[src/rtl/mif_pkg.sv]
package mif_pkg;

  // Pending access kind held by the access controller
  typedef enum logic [1:0] {
    OP_IDLE  = 2'd0,
    OP_READ  = 2'd1,
    OP_WRITE = 2'd2
  } mif_op_e;

endpackage

[src/rtl/mif_addr_reg.sv]
module mif_addr_reg #(
  parameter int DW = 16
) (
  input  logic          clk,
  input  logic          rst,
  input  logic          ld,
  input  logic [DW-1:0] din,
  output logic [DW-1:0] q
);

  logic [DW-1:0] addr_q;

  always_ff @(posedge clk) begin
    if (rst) begin
      addr_q <= '0;
    end else if (ld) begin
      addr_q <= din;
    end
  end

  // Address lines are driven straight from the register
  assign q = addr_q;

endmodule

[src/rtl/mif_data_buf.sv]
module mif_data_buf #(
  parameter int DW = 16
) (
  input  logic          clk,
  input  logic          rst,
  input  logic          ld_int,
  input  logic [DW-1:0] din_int,
  input  logic          cap_ext,
  input  logic [DW-1:0] din_ext,
  output logic [DW-1:0] q
);

  logic [DW-1:0] data_q;
  logic [DW-1:0] data_d;

  // External capture wins over an internal load in the same cycle
  always_comb begin
    data_d = data_q;
    if (cap_ext) begin
      data_d = din_ext;
    end else if (ld_int) begin
      data_d = din_int;
    end
  end

  always_ff @(posedge clk) begin
    if (rst) begin
      data_q <= '0;
    end else begin
      data_q <= data_d;
    end
  end

  assign q = data_q;

endmodule

[src/rtl/mif_access_ctrl.sv]
module mif_access_ctrl
  import mif_pkg::*;
(
  input  logic clk,
  input  logic rst,
  input  logic rd_req,
  input  logic wr_req,
  input  logic mfc,
  output logic mem_rd,
  output logic mem_wr,
  output logic stall,
  output logic err,
  output logic rd_done
);

  mif_op_e op_q;
  mif_op_e op_d;
  logic    idle;
  logic    any_req;
  logic    clash;
  logic    refuse;
  logic    err_q;

  always_comb begin
    idle    = (op_q == OP_IDLE);
    any_req = rd_req | wr_req;
    clash   = rd_req & wr_req;
    refuse  = (!idle && any_req) || (idle && clash);
  end

  always_comb begin
    op_d = op_q;
    if (idle) begin
      if (rd_req && !wr_req) begin
        op_d = OP_READ;
      end else if (wr_req && !rd_req) begin
        op_d = OP_WRITE;
      end
    end else if (mfc) begin
      op_d = OP_IDLE;
    end
  end

  always_ff @(posedge clk) begin
    if (rst) begin
      op_q  <= OP_IDLE;
      err_q <= 1'b0;
    end else begin
      op_q  <= op_d;
      err_q <= refuse;
    end
  end

  assign mem_rd  = (op_q == OP_READ);
  assign mem_wr  = (op_q == OP_WRITE);
  assign err     = err_q;
  assign rd_done = mem_rd & mfc;
  // Held from the issue cycle until completion is seen
  assign stall   = (idle & (rd_req ^ wr_req)) | (!idle & !mfc);

endmodule

[src/rtl/mem_port_unit.sv]
module mem_port_unit #(
  parameter int DW = 16
) (
  input  logic          clk,
  input  logic          rst,
  input  logic [DW-1:0] ibus_in,
  input  logic          mar_ld,
  input  logic          mdr_ld_int,
  input  logic          mdr_ld_ext,
  input  logic          mdr_drv_int,
  input  logic          mdr_drv_ext,
  input  logic          rd_req,
  input  logic          wr_req,
  input  logic [DW-1:0] mem_data_in,
  input  logic          mem_done,
  output logic [DW-1:0] ibus_out,
  output logic          ibus_out_en,
  output logic [DW-1:0] mem_addr,
  output logic [DW-1:0] mem_wdata,
  output logic          mem_wdata_en,
  output logic          mem_rd,
  output logic          mem_wr,
  output logic          stall,
  output logic          err
);

  logic          rd_done;
  logic          cap_ext;
  logic [DW-1:0] mdr_q;

  mif_addr_reg #(.DW(DW)) u_addr (
    .clk (clk),
    .rst (rst),
    .ld  (mar_ld),
    .din (ibus_in),
    .q   (mem_addr)
  );

  mif_access_ctrl u_ctrl (
    .clk     (clk),
    .rst     (rst),
    .rd_req  (rd_req),
    .wr_req  (wr_req),
    .mfc     (mem_done),
    .mem_rd  (mem_rd),
    .mem_wr  (mem_wr),
    .stall   (stall),
    .err     (err),
    .rd_done (rd_done)
  );

  assign cap_ext = mdr_ld_ext & rd_done;

  mif_data_buf #(.DW(DW)) u_data (
    .clk     (clk),
    .rst     (rst),
    .ld_int  (mdr_ld_int),
    .din_int (ibus_in),
    .cap_ext (cap_ext),
    .din_ext (mem_data_in),
    .q       (mdr_q)
  );

  assign ibus_out     = mdr_q;
  assign ibus_out_en  = mdr_drv_int;
  assign mem_wdata    = mdr_q;
  assign mem_wdata_en = mdr_drv_ext;

endmodule

[config.mk]
export PLATFORM = sky130hd
export DESIGN_NAME = mem_port_unit
export DESIGN_NICKNAME = d
export VERILOG_FILES = /design/src/rtl/mif_pkg.sv /design/src/rtl/mif_addr_reg.sv /design/src/rtl/mif_data_buf.sv /design/src/rtl/mif_access_ctrl.sv /design/src/rtl/mem_port_unit.sv
export SDC_FILE = /design/constraint.sdc
export NUM_CORES = 1
export LEC_CHECK = 0
export BUFFER_PORTS_ARGS = -buffer_cell sky130_fd_sc_hd__buf_4
export CAP_MARGIN = 0
export CORE_MARGIN = 2
export CORE_UTILIZATION = 44
export CTS_CLUSTER_SIZE = 30
export DETAILED_ROUTE_END_ITERATION = 8
export PLACE_DENSITY = 0.84
export SLEW_MARGIN = 20
export SYNTH_ARGS = -nofsm -noshare
export SYNTH_HDL_FRONTEND = slang
export SYNTH_SLANG_ARGS = --single-unit
[constraint.sdc]
create_clock -name clk -period 1.4 [get_ports clk]
set_input_delay 0.14 -clock clk [delete_from_list [all_inputs] [get_ports clk]]
set_output_delay 0.14 -clock clk [all_outputs]
set_load 0.05 [all_outputs]
### Word level (Yosys, flattened, before mapping)

Cells that the tools add are included.

* logic and storage cells: 34
* memory bits (read-only): 0
* bits in writable memories: 0
* memories kept: 0
* flip-flop bits (word level): 35
* input bits: 42
* latch bits: 0

* div/mod/pow operators: 0
* equal/unequal tests: 3
* bitwise operators: 8
* shifts and indexed selects: 0
* $mul: 0
* add/sub/neg operators: 0
* reductions and logical operators: 13
* mux-type cells: 6
* order comparisons: 0

Operators with widths (number)
* $mux W16: 2
* $mux W2: 4
* $and A1 B1 Y1: 5
* $logic_and A1 B1 Y1: 4
* $logic_not A1 Y1: 4
* $reduce_bool A2 Y1: 2
* $ne A3 B3 Y1 const B: 1
* $eq A2 B1 Y1 const B: 1
* $eq A2 B2 Y1 const B: 1
* $logic_not A2 Y1: 1
* $or A1 B1 Y1: 2
* $reduce_and A2 Y1: 1
* $logic_or A1 B1 Y1: 1
* $xor A1 B1 Y1: 1

### Logic depth before layout (Yosys ltp)

Gate-level depths: netlist (run 1).

* depth after elaboration: 5
* gate-level depth with buffers: 4
* depth with buffers taken out: 4

### Modules after synthesis

A second synthesis (run 1) with hierarchy kept.

* cells, all modules: 165
* area, all modules: 1737.9 µm²

By module, submodules not included
* mif_data_buf: sequential area each 320.3 µm², cells each 71, instances 1, area each 805.8 µm²
* mif_addr_reg: sequential area each 320.3 µm², cells each 52, instances 1, area each 580.6 µm²
* mif_access_ctrl: sequential area each 60.1 µm², cells each 23, instances 1, area each 210.2 µm²
* mem_port_unit: sequential area each 0.0 µm², cells each 19, instances 1, area each 141.4 µm²

### Least setup slack after synthesis (run 1)

Ideal clock, no wire load.

* path type: register to output
* start point: register u_ctrl.op_q[0]
* end point: output port stall
* path slack: -0.153 ns
* stages on the path, launching flop included: 3
* arrival time: 1.413 ns
* data required time: 1.260 ns
* buffers on the path: 0
* cells stage by stage: dfxtp_1 -> or2_1 -> a21oi_1

* longest elaborated chain between the ends: 4

RTL lines
* start, declared: line mif_access_ctrl.sv:16 `mif_op_e op_q;`
* start signal, assigned: line mif_access_ctrl.sv:49 `op_q <= op_d;`
* $logic_not A2 Y1 (*): line mif_access_ctrl.sv:25 `idle = (op_q == OP_IDLE);`
* $logic_not A1 Y1: line mif_access_ctrl.sv:59 `assign stall = (idle & (rd_req ^ wr_req)) | (!idle & !mfc);`
* $and A1 B1 Y1: line mif_access_ctrl.sv:59
* $or A1 B1 Y1 (*): line mif_access_ctrl.sv:59
* end, declared: line mem_port_unit.sv:23 `output logic stall,`

Mark *: on every way between the ends. The rest lies on a longest branch, timed or not.

### Worst setup path in the final report (run 1)

* start point: register u_ctrl.op_q[1]
* end point: output port stall

The elaborated chain is that of the path after synthesis.

==> flow_results.xml, run 1 <==
<?xml version="1.0" encoding="UTF-8"?>
<metrics>
  <group name="run_status">
    <metric name="status" unit="">finished clean</metric>
  </group>
  <group name="floorplanning">
    <metric name="floorplan.initialDensity" unit="%">46.6</metric>
    <metric name="rows" unit="">22</metric>
    <metric name="die-height" unit="microns">66.7</metric>
    <metric name="chipWidth" unit="microns">66.7</metric>
    <metric name="core_box_area" unit="sq um">3720</metric>
    <metric name="io-pin-count" unit="">96</metric>
    <metric name="floorplan.die_area" unit="sq um">4450</metric>
  </group>
  <group name="global_routing">
    <metric name="grt_max_degree" unit="">36</metric>
    <metric name="global_route_wire_length_before_repair" unit="microns">5910</metric>
    <metric name="overflow" unit="">0</metric>
    <metric name="globalRouteTotalUtil" unit="%">17.4</metric>
    <metric name="antenna_found_initial" unit="">0</metric>
    <metric name="vias_in_the_first_global_route" unit="">1246</metric>
  </group>
  <group name="finish">
    <metric name="post_route_cells_drive_above_1_share" unit="%">54.0</metric>
    <metric name="layout_commonest_cell" unit="">sky130_fd_sc_hd__buf_4</metric>
    <metric name="n_antenna_cell" unit="">0</metric>
    <metric name="final_design_area_no_fill" unit="sq um">2390</metric>
    <metric name="syn2layout_area_growth" unit="%">38.1</metric>
    <metric name="final_cell_mix" unit="">sky130_fd_sc_hd__buf_4, sky130_fd_sc_hd__dfxtp_1, sky130_fd_sc_hd__mux2i_1</metric>
    <metric name="finalNetCount" unit="">282</metric>
  </group>
  <group name="clocking">
    <metric name="clock_tree.root_cell" unit="">sky130_fd_sc_hd__clkbuf_8</metric>
    <metric name="clk_pin_slew" unit="ps">70</metric>
    <metric name="tritoncts" unit="">yes</metric>
    <metric name="clock_tree.htree_level_count" unit="">2</metric>
    <metric name="number_of_buffers_created_by_cts" unit="">5</metric>
    <metric name="worst_skew_pair.late_latency" unit="ps">270</metric>
    <metric name="cts_max_path_buffers" unit="">2</metric>
    <metric name="cts_hold_buffers" unit="">0</metric>
    <metric name="cts.sink_count" unit="">35</metric>
  </group>
  <group name="placement">
    <metric name="place.port_buffers" unit="">91</metric>
    <metric name="finalWeightedCongestion" unit="">0.767</metric>
    <metric name="detailedPlacementHpwl" unit="microns">2730</metric>
    <metric name="post_dp_cell_area" unit="sq um">2260</metric>
  </group>
  <group name="synth">
    <metric name="synth-simple-area-share" unit="%">11.6</metric>
    <metric name="synthesis.area" unit="sq um">1730</metric>
    <metric name="mean_instance_size_in_the_synthesized_netlist" unit="sq um">10.6</metric>
    <metric name="ys_types" unit="">21</metric>
    <metric name="synth_xor_area_share" unit="%">0</metric>
    <metric name="muxShareOfSynthArea" unit="%">18.5</metric>
    <metric name="ys_seq_elements" unit="">35</metric>
    <metric name="sequential_cell_area_fraction_in_the_yosys_report" unit="%">40.5</metric>
    <metric name="combinational_family_with_the_most_area_after_synthesis" unit="">multiplexers</metric>
    <metric name="synth_compound_area_share" unit="%">13.1</metric>
    <metric name="synth_fa_ha_area_share" unit="%">2.17</metric>
    <metric name="synth_nets" unit="">209</metric>
    <metric name="synth-warning-count" unit="">0</metric>
    <metric name="synthesis.instances" unit="">164</metric>
  </group>
  <group name="route">
    <metric name="post-route-drc-count" unit="">0</metric>
    <metric name="detail_route.vias_per_cell" unit="">4.77</metric>
    <metric name="detail_route.first_pass.iterations" unit="">4</metric>
    <metric name="routed_wirelength_normalized_by_instance_count" unit="microns">13.3</metric>
    <metric name="drt_iter0_drc" unit="">53</metric>
    <metric name="route.final.wire_length" unit="microns">3800</metric>
    <metric name="postRouteAntennaNets" unit="">0</metric>
    <metric name="routed-via-count" unit="">1359</metric>
  </group>
  <group name="sta">
    <metric name="max_freq" unit="MHz">734</metric>
    <metric name="finalHoldViolations" unit="">0</metric>
    <metric name="setup_failing_eps_final" unit="">0</metric>
    <metric name="worstMarginPinSlew" unit="ps">471</metric>
    <metric name="slew_headroom" unit="%">68.6</metric>
    <metric name="grt_setup_unrepaired" unit="">yes</metric>
    <metric name="finClkSkew" unit="ps">4.17</metric>
    <metric name="total_neg_setup_slack" unit="ps">0</metric>
    <metric name="timing_max_transition_violations_final" unit="">0</metric>
    <metric name="final_cycle_share" unit="%">97.4</metric>
    <metric name="finalWorstPathRequiredPeriod" unit="ps">1360</metric>
  </group>
  <group name="power_and_ir_drop">
    <metric name="irDropWorstVdd" unit="mV">0.639</metric>
    <metric name="total_leakage_power" unit="nW">1.20</metric>
    <metric name="power-per-cell-area" unit="nW/um^2">1110</metric>
  </group>
  <group name="setup_path">
    <metric name="worstReg2RegStart" unit="">u_ctrl.op_q[0]$_SDFFE_PP0P_</metric>
    <metric name="crit_path_start" unit="">u_ctrl.op_q[1]$_SDFFE_PP0P_</metric>
    <metric name="critical_path_required" unit="ps">1260</metric>
    <metric name="start_kind" unit="">flop</metric>
    <metric name="cp_data_arrival_time" unit="ps">1220</metric>
    <metric name="worstPathMaxFanout" unit="">6</metric>
    <metric name="critPathKind" unit="">flop to primary output</metric>
    <metric name="endpoint_class_of_the_critical_path" unit="">primary output</metric>
  </group>
  <group name="hold_path">
    <metric name="worst_hold_check_path_type" unit="">input pin to flop</metric>
    <metric name="min_from" unit="">ibus_in[5]</metric>
  </group>
  <group name="flow_run">
    <metric name="maxCapViolCount" unit="">0</metric>
  </group>
</metrics>
==> power breakdown <==
part           leakage (nW)  total, W  internal, W  switching, W
Combinational         0.864  0.000828     0.000300      0.000528
Sequential            0.290   0.00110      0.00106     0.0000436
Clock                0.0470  0.000718     0.000386      0.000332
==> cells in the mapped netlist <==
cell type,instances,share of area (%)
sky130_fd_sc_hd__buf_8,2,1.7
sky130_fd_sc_hd__mux2i_1,32,19
sky130_fd_sc_hd__a211oi_2,16,12
sky130_fd_sc_hd__nor2b_1,1,0.36
sky130_fd_sc_hd__nand2_1,1,0.22
sky130_fd_sc_hd__ha_1,3,2.2
sky130_fd_sc_hd__nand4b_4,1,1.4
sky130_fd_sc_hd__nand3b_1,1,0.43
sky130_fd_sc_hd__dfxtp_1,35,40
sky130_fd_sc_hd__nor2_2,4,1.4
sky130_fd_sc_hd__a32oi_1,1,0.51
sky130_fd_sc_hd__buf_2,4,1.2
sky130_fd_sc_hd__and2b_1,1,0.43
sky130_fd_sc_hd__nor2_1,32,6.9
sky130_fd_sc_hd__a21oi_1,2,0.58
sky130_fd_sc_hd__buf_6,4,2.6
sky130_fd_sc_hd__inv_1,3,0.65
sky130_fd_sc_hd__or2_1,1,0.36
sky130_fd_sc_hd__a211oi_1,1,0.43
sky130_fd_sc_hd__buf_4,18,7.8
sky130_fd_sc_hd__buf_1,1,0.22
==> final cells by class <==
cell class / count / area, sq um
clock buffer: 6 / 82.6
clock inverter: 1 / 5.00
fill: 333 / 1330
inverter: 3 / 11.3
multi-input combinational: 97 / 806
sequential: 35 / 708
tap: 48 / 60.1
timing repair buffer: 95 / 717
==> worst max-delay path, stage by stage, from the launching register on <==
cell                      delay [ps]
sky130_fd_sc_hd__dfxtp_4         360
sky130_fd_sc_hd__or2_4           280
sky130_fd_sc_hd__a21oi_4         140
sky130_fd_sc_hd__buf_6           170
==> registers in the layout, summed over array words and instances, names as in the netlist <==
| signal | cells |
|---|---|
| u_addr.q | 16 |
| u_data.q | 16 |
| u_ctrl.op_q | 2 |
| u_ctrl.err | 1 |
==> routing by layer <==
layer / track usage (%) / up-vias / share of wire (%)
met4: 5.36 / 0 / 0.66
met5: 0 / - / 0
li1: - / 685 / -
met3: 5.24 / 2 / 6.8
met1: 20.2 / 624 / 41
met2: 30.4 / 48 / 51
==> through the flow <==
step | worst slack [ps] | std cells | util [%] | power, W | hold slack [ps]
after floorplan | 113 | 164 | - | 0.00172 | 287
after global placement | 219 | 276 | 60.8 | 0.00193 | 281
after detailed placement | 162 | 276 | 60.8 | 0.00194 | 281
after CTS | 6.68 | 283 | 63.3 | 0.00267 | 96.9
after global routing | -14.4 | 285 | 64.3 | 0.00278 | 110
final | 37.0 | 285 | 64.3 | 0.00265 | 104
==> final timing paths <==
check                                            endpoint  slack [ps]  cells after the start
worst max-delay path                                stall          40                      3
worst min-delay path             u_addr.q[5]$_SDFFE_PP0P_         100                      3
worst max register to register  u_data.q[15]$_SDFFE_PP0P_         140                      5
worst min register to register   u_addr.q[6]$_SDFFE_PP0P_         500                      2
==> kinds of logic (layout without fill, tap and decap cells) <==
family | after synthesis | after routing
flip-flops | 35 | 35
multiplexers | 32 | 32
buffers and inverters | 32 | 105
adder cells (fa/ha/maj) | 3 | 3
AO/OA/AOI/OAI | 20 | 20
AND/OR/NAND/NOR | 42 | 42
==> repair_timing <==
action                                  CTS  global route
gates resized for setup                   3             6
endpoints found under the setup margin    1             1
buffers inserted                          0             2
pin swaps                                 0             2
Power figures use the tool's default switching activity.
==> run 2: changes to the inputs <==
--- a/config.mk
+++ b/config.mk
@@ -12,6 +12,7 @@
 export CTS_CLUSTER_SIZE = 30
 export DETAILED_ROUTE_END_ITERATION = 8
 export PLACE_DENSITY = 0.84
+export REMOVE_ABC_BUFFERS = 1
 export SLEW_MARGIN = 20
 export SYNTH_ARGS = -nofsm -noshare
 export SYNTH_HDL_FRONTEND = slang
==> run 2 against run 1 <==
  * Sequential power barely moved
  * Global-route usage rose by 0.22 points
  * Sequential cell count did not move
  * Critical path depth did not move
  * Power fell by 2.3%
  * Sequential share of layout area barely moved
==> flow_results.xml, run 2 (synthesized netlist as in run 1, its figures left out) <==
<?xml version="1.0" encoding="UTF-8"?>
<metrics>
  <group name="global_routing">
    <metric name="global_route_wire_length_before_repair" unit="microns">5840</metric>
    <metric name="globalRouteTotalUtil" unit="%">17.6</metric>
    <metric name="vias_in_the_first_global_route" unit="">1293</metric>
    <metric name="grt_max_degree" unit="">36</metric>
    <metric name="antenna_found_initial" unit="">0</metric>
    <metric name="overflow" unit="">0</metric>
  </group>
  <group name="hold_path">
    <metric name="whs_path_depth" unit="">3</metric>
    <metric name="worst_hold_check_path_type" unit="">input pin to flop</metric>
  </group>
  <group name="sta">
    <metric name="timing_max_transition_violations_final" unit="">0</metric>
    <metric name="finalWorstPathRequiredPeriod" unit="ps">1350</metric>
    <metric name="grt_setup_unrepaired" unit="">no</metric>
    <metric name="max_freq" unit="MHz">740</metric>
    <metric name="final_cycle_share" unit="%">96.6</metric>
    <metric name="finalHoldViolations" unit="">0</metric>
    <metric name="slew_headroom" unit="%">68.8</metric>
    <metric name="worstMarginPinSlew" unit="ps">468</metric>
    <metric name="setup_failing_eps_final" unit="">0</metric>
    <metric name="finClkSkew" unit="ps">2.95</metric>
    <metric name="final.setup.worst_slack" unit="ps">48.2</metric>
  </group>
  <group name="power_and_ir_drop">
    <metric name="clkPwrFrac" unit="%">25.3</metric>
    <metric name="share_comb_of_total_power" unit="%">32.1</metric>
    <metric name="p_int" unit="W">0.00169</metric>
    <metric name="power-per-cell-area" unit="nW/um^2">1090</metric>
    <metric name="switching_share" unit="%">34.6</metric>
    <metric name="seq_power_share" unit="%">42.6</metric>
    <metric name="irDropWorstVdd" unit="mV">0.848</metric>
    <metric name="total_leakage_power" unit="nW">1.20</metric>
    <metric name="netSwitchingPower" unit="W">0.000896</metric>
  </group>
  <group name="route">
    <metric name="route.final.wire_length" unit="microns">3780</metric>
    <metric name="detail_route.vias_per_cell" unit="">4.74</metric>
    <metric name="routed_wirelength_normalized_by_instance_count" unit="microns">13.3</metric>
    <metric name="detail_route.first_pass.iterations" unit="">2</metric>
    <metric name="drt_iter0_drc" unit="">55</metric>
    <metric name="routed-via-count" unit="">1347</metric>
    <metric name="post-route-drc-count" unit="">0</metric>
    <metric name="postRouteAntennaNets" unit="">0</metric>
  </group>
  <group name="floorplanning">
    <metric name="core_box_area" unit="sq um">3720</metric>
    <metric name="floorplan.die_area" unit="sq um">4450</metric>
    <metric name="die-height" unit="microns">66.7</metric>
    <metric name="rows" unit="">22</metric>
    <metric name="io-pin-count" unit="">96</metric>
    <metric name="chipWidth" unit="microns">66.7</metric>
    <metric name="floorplan.initialDensity" unit="%">46.6</metric>
  </group>
  <group name="clocking">
    <metric name="clk_pin_slew" unit="ps">60</metric>
    <metric name="number_of_buffers_created_by_cts" unit="">5</metric>
    <metric name="tritoncts" unit="">yes</metric>
    <metric name="clock_tree.root_cell" unit="">sky130_fd_sc_hd__clkbuf_8</metric>
    <metric name="cts.sink_count" unit="">35</metric>
    <metric name="cts_hold_buffers" unit="">0</metric>
    <metric name="worst_skew_pair.late_latency" unit="ps">280</metric>
    <metric name="clock_tree.htree_level_count" unit="">2</metric>
    <metric name="cts_max_path_buffers" unit="">2</metric>
  </group>
  <group name="placement">
    <metric name="detailedPlacementHpwl" unit="microns">2780</metric>
    <metric name="post-place-cells" unit="">276</metric>
    <metric name="post-place-ws" unit="ps">195</metric>
    <metric name="finalWeightedCongestion" unit="">0.643</metric>
    <metric name="place.port_buffers" unit="">91</metric>
  </group>
  <group name="setup_path">
    <metric name="critical_path_required" unit="ps">1260</metric>
    <metric name="start_kind" unit="">flop</metric>
    <metric name="endpoint_class_of_the_critical_path" unit="">primary output</metric>
    <metric name="worstPathMaxFanout" unit="">4</metric>
    <metric name="critPathKind" unit="">flop to primary output</metric>
    <metric name="cp_data_arrival_time" unit="ps">1210</metric>
    <metric name="timing.reg2reg.worst_path_depth" unit="">5</metric>
  </group>
  <group name="flow_run">
    <metric name="maxCapViolCount" unit="">0</metric>
  </group>
  <group name="finish">
    <metric name="layout_commonest_cell" unit="">sky130_fd_sc_hd__buf_4</metric>
    <metric name="n_antenna_cell" unit="">0</metric>
    <metric name="finalNetCount" unit="">282</metric>
    <metric name="syn2layout_area_growth" unit="%">37.8</metric>
    <metric name="layoutNonFillerInstCount" unit="">284</metric>
    <metric name="final_cell_mix" unit="">sky130_fd_sc_hd__buf_4, sky130_fd_sc_hd__dfxtp_1, sky130_fd_sc_hd__mux2i_1</metric>
    <metric name="post_route_cells_drive_above_1_share" unit="%">53.4</metric>
  </group>
  <group name="run_status">
    <metric name="status" unit="">finished clean</metric>
  </group>
</metrics>
[run 2: cell count changes in the layout (fill, tap and decap cells not counted), sizes merged]
cell	previous run	this run
clkinv	1	0
[run 2: final timing paths]
kind                          startpoint                  endpoint  slack, ps
max          u_ctrl.op_q[0]$_SDFFE_PP0P_                     stall         50
min                           ibus_in[9]  u_addr.q[9]$_SDFFE_PP0P_        100
max reg2reg  u_ctrl.op_q[0]$_SDFFE_PP0P_  u_data.q[4]$_SDFFE_PP0P_        220
min reg2reg     u_addr.q[8]$_SDFFE_PP0P_  u_addr.q[8]$_SDFFE_PP0P_        500
[run 2: final cells by class]
| cell class | count | area (sq um) |
|---|---|---|
| clock buffer | 6 | 72.6 |
| fill | 340 | 1330 |
| inverter | 3 | 11.3 |
| multi-input combinational | 97 | 806 |
| sequential | 35 | 706 |
| tap | 48 | 60.1 |
| timing repair buffer | 95 | 729 |
[run 2: metrics by stage]
step | total power (W) | utilization (%) | hold WS, ps | instance area [sq um] | setup TNS [ps]
after floorplan | 0.00161 | - | 205 | 1500 | -440
after global placement | 0.00192 | 61.0 | 280 | 2270 | 0
after detailed placement | 0.00194 | 61.0 | 280 | 2270 | 0
after CTS | 0.00260 | 63.8 | 99.5 | 2370 | 0
after global routing | 0.00271 | 64.2 | 108 | 2380 | 0
final | 0.00259 | 64.2 | 99.9 | 2380 | 0
[run 2: power groups by stage]
stage | logic, W | clock network, W | registers [W]
3_5_place_dp | 0.000810 | 0 | 0.00113
3_3_place_gp | 0.000799 | 0 | 0.00112
5_1_grt | 0.000875 | 0.000727 | 0.00111
4_1_cts | 0.000828 | 0.000673 | 0.00110
6_report | 0.000832 | 0.000655 | 0.00110
2_1_floorplan | 0.000176 | 0 | 0.00144
[run 2: timing repair]
item,in CTS,in global routing
pin swaps,2,1
buffers inserted,2,0
setup endpoints to repair,1,1
resized for setup,6,3
[run 2: per-layer routing]
layer  GRT usage, %  wire (microns)  up-vias
met3           5.24             292        5
li1               -               -      683
met2           30.9            1920       52
met1           19.8            1520      607
met5              0               0        -
met4           6.89              44        0
[run 2: critical path: stages (launching register included)]
cell and delay [ps]:
sky130_fd_sc_hd__dfxtp_4 350, sky130_fd_sc_hd__or2_4 280, sky130_fd_sc_hd__a21oi_4 130, sky130_fd_sc_hd__buf_6 170
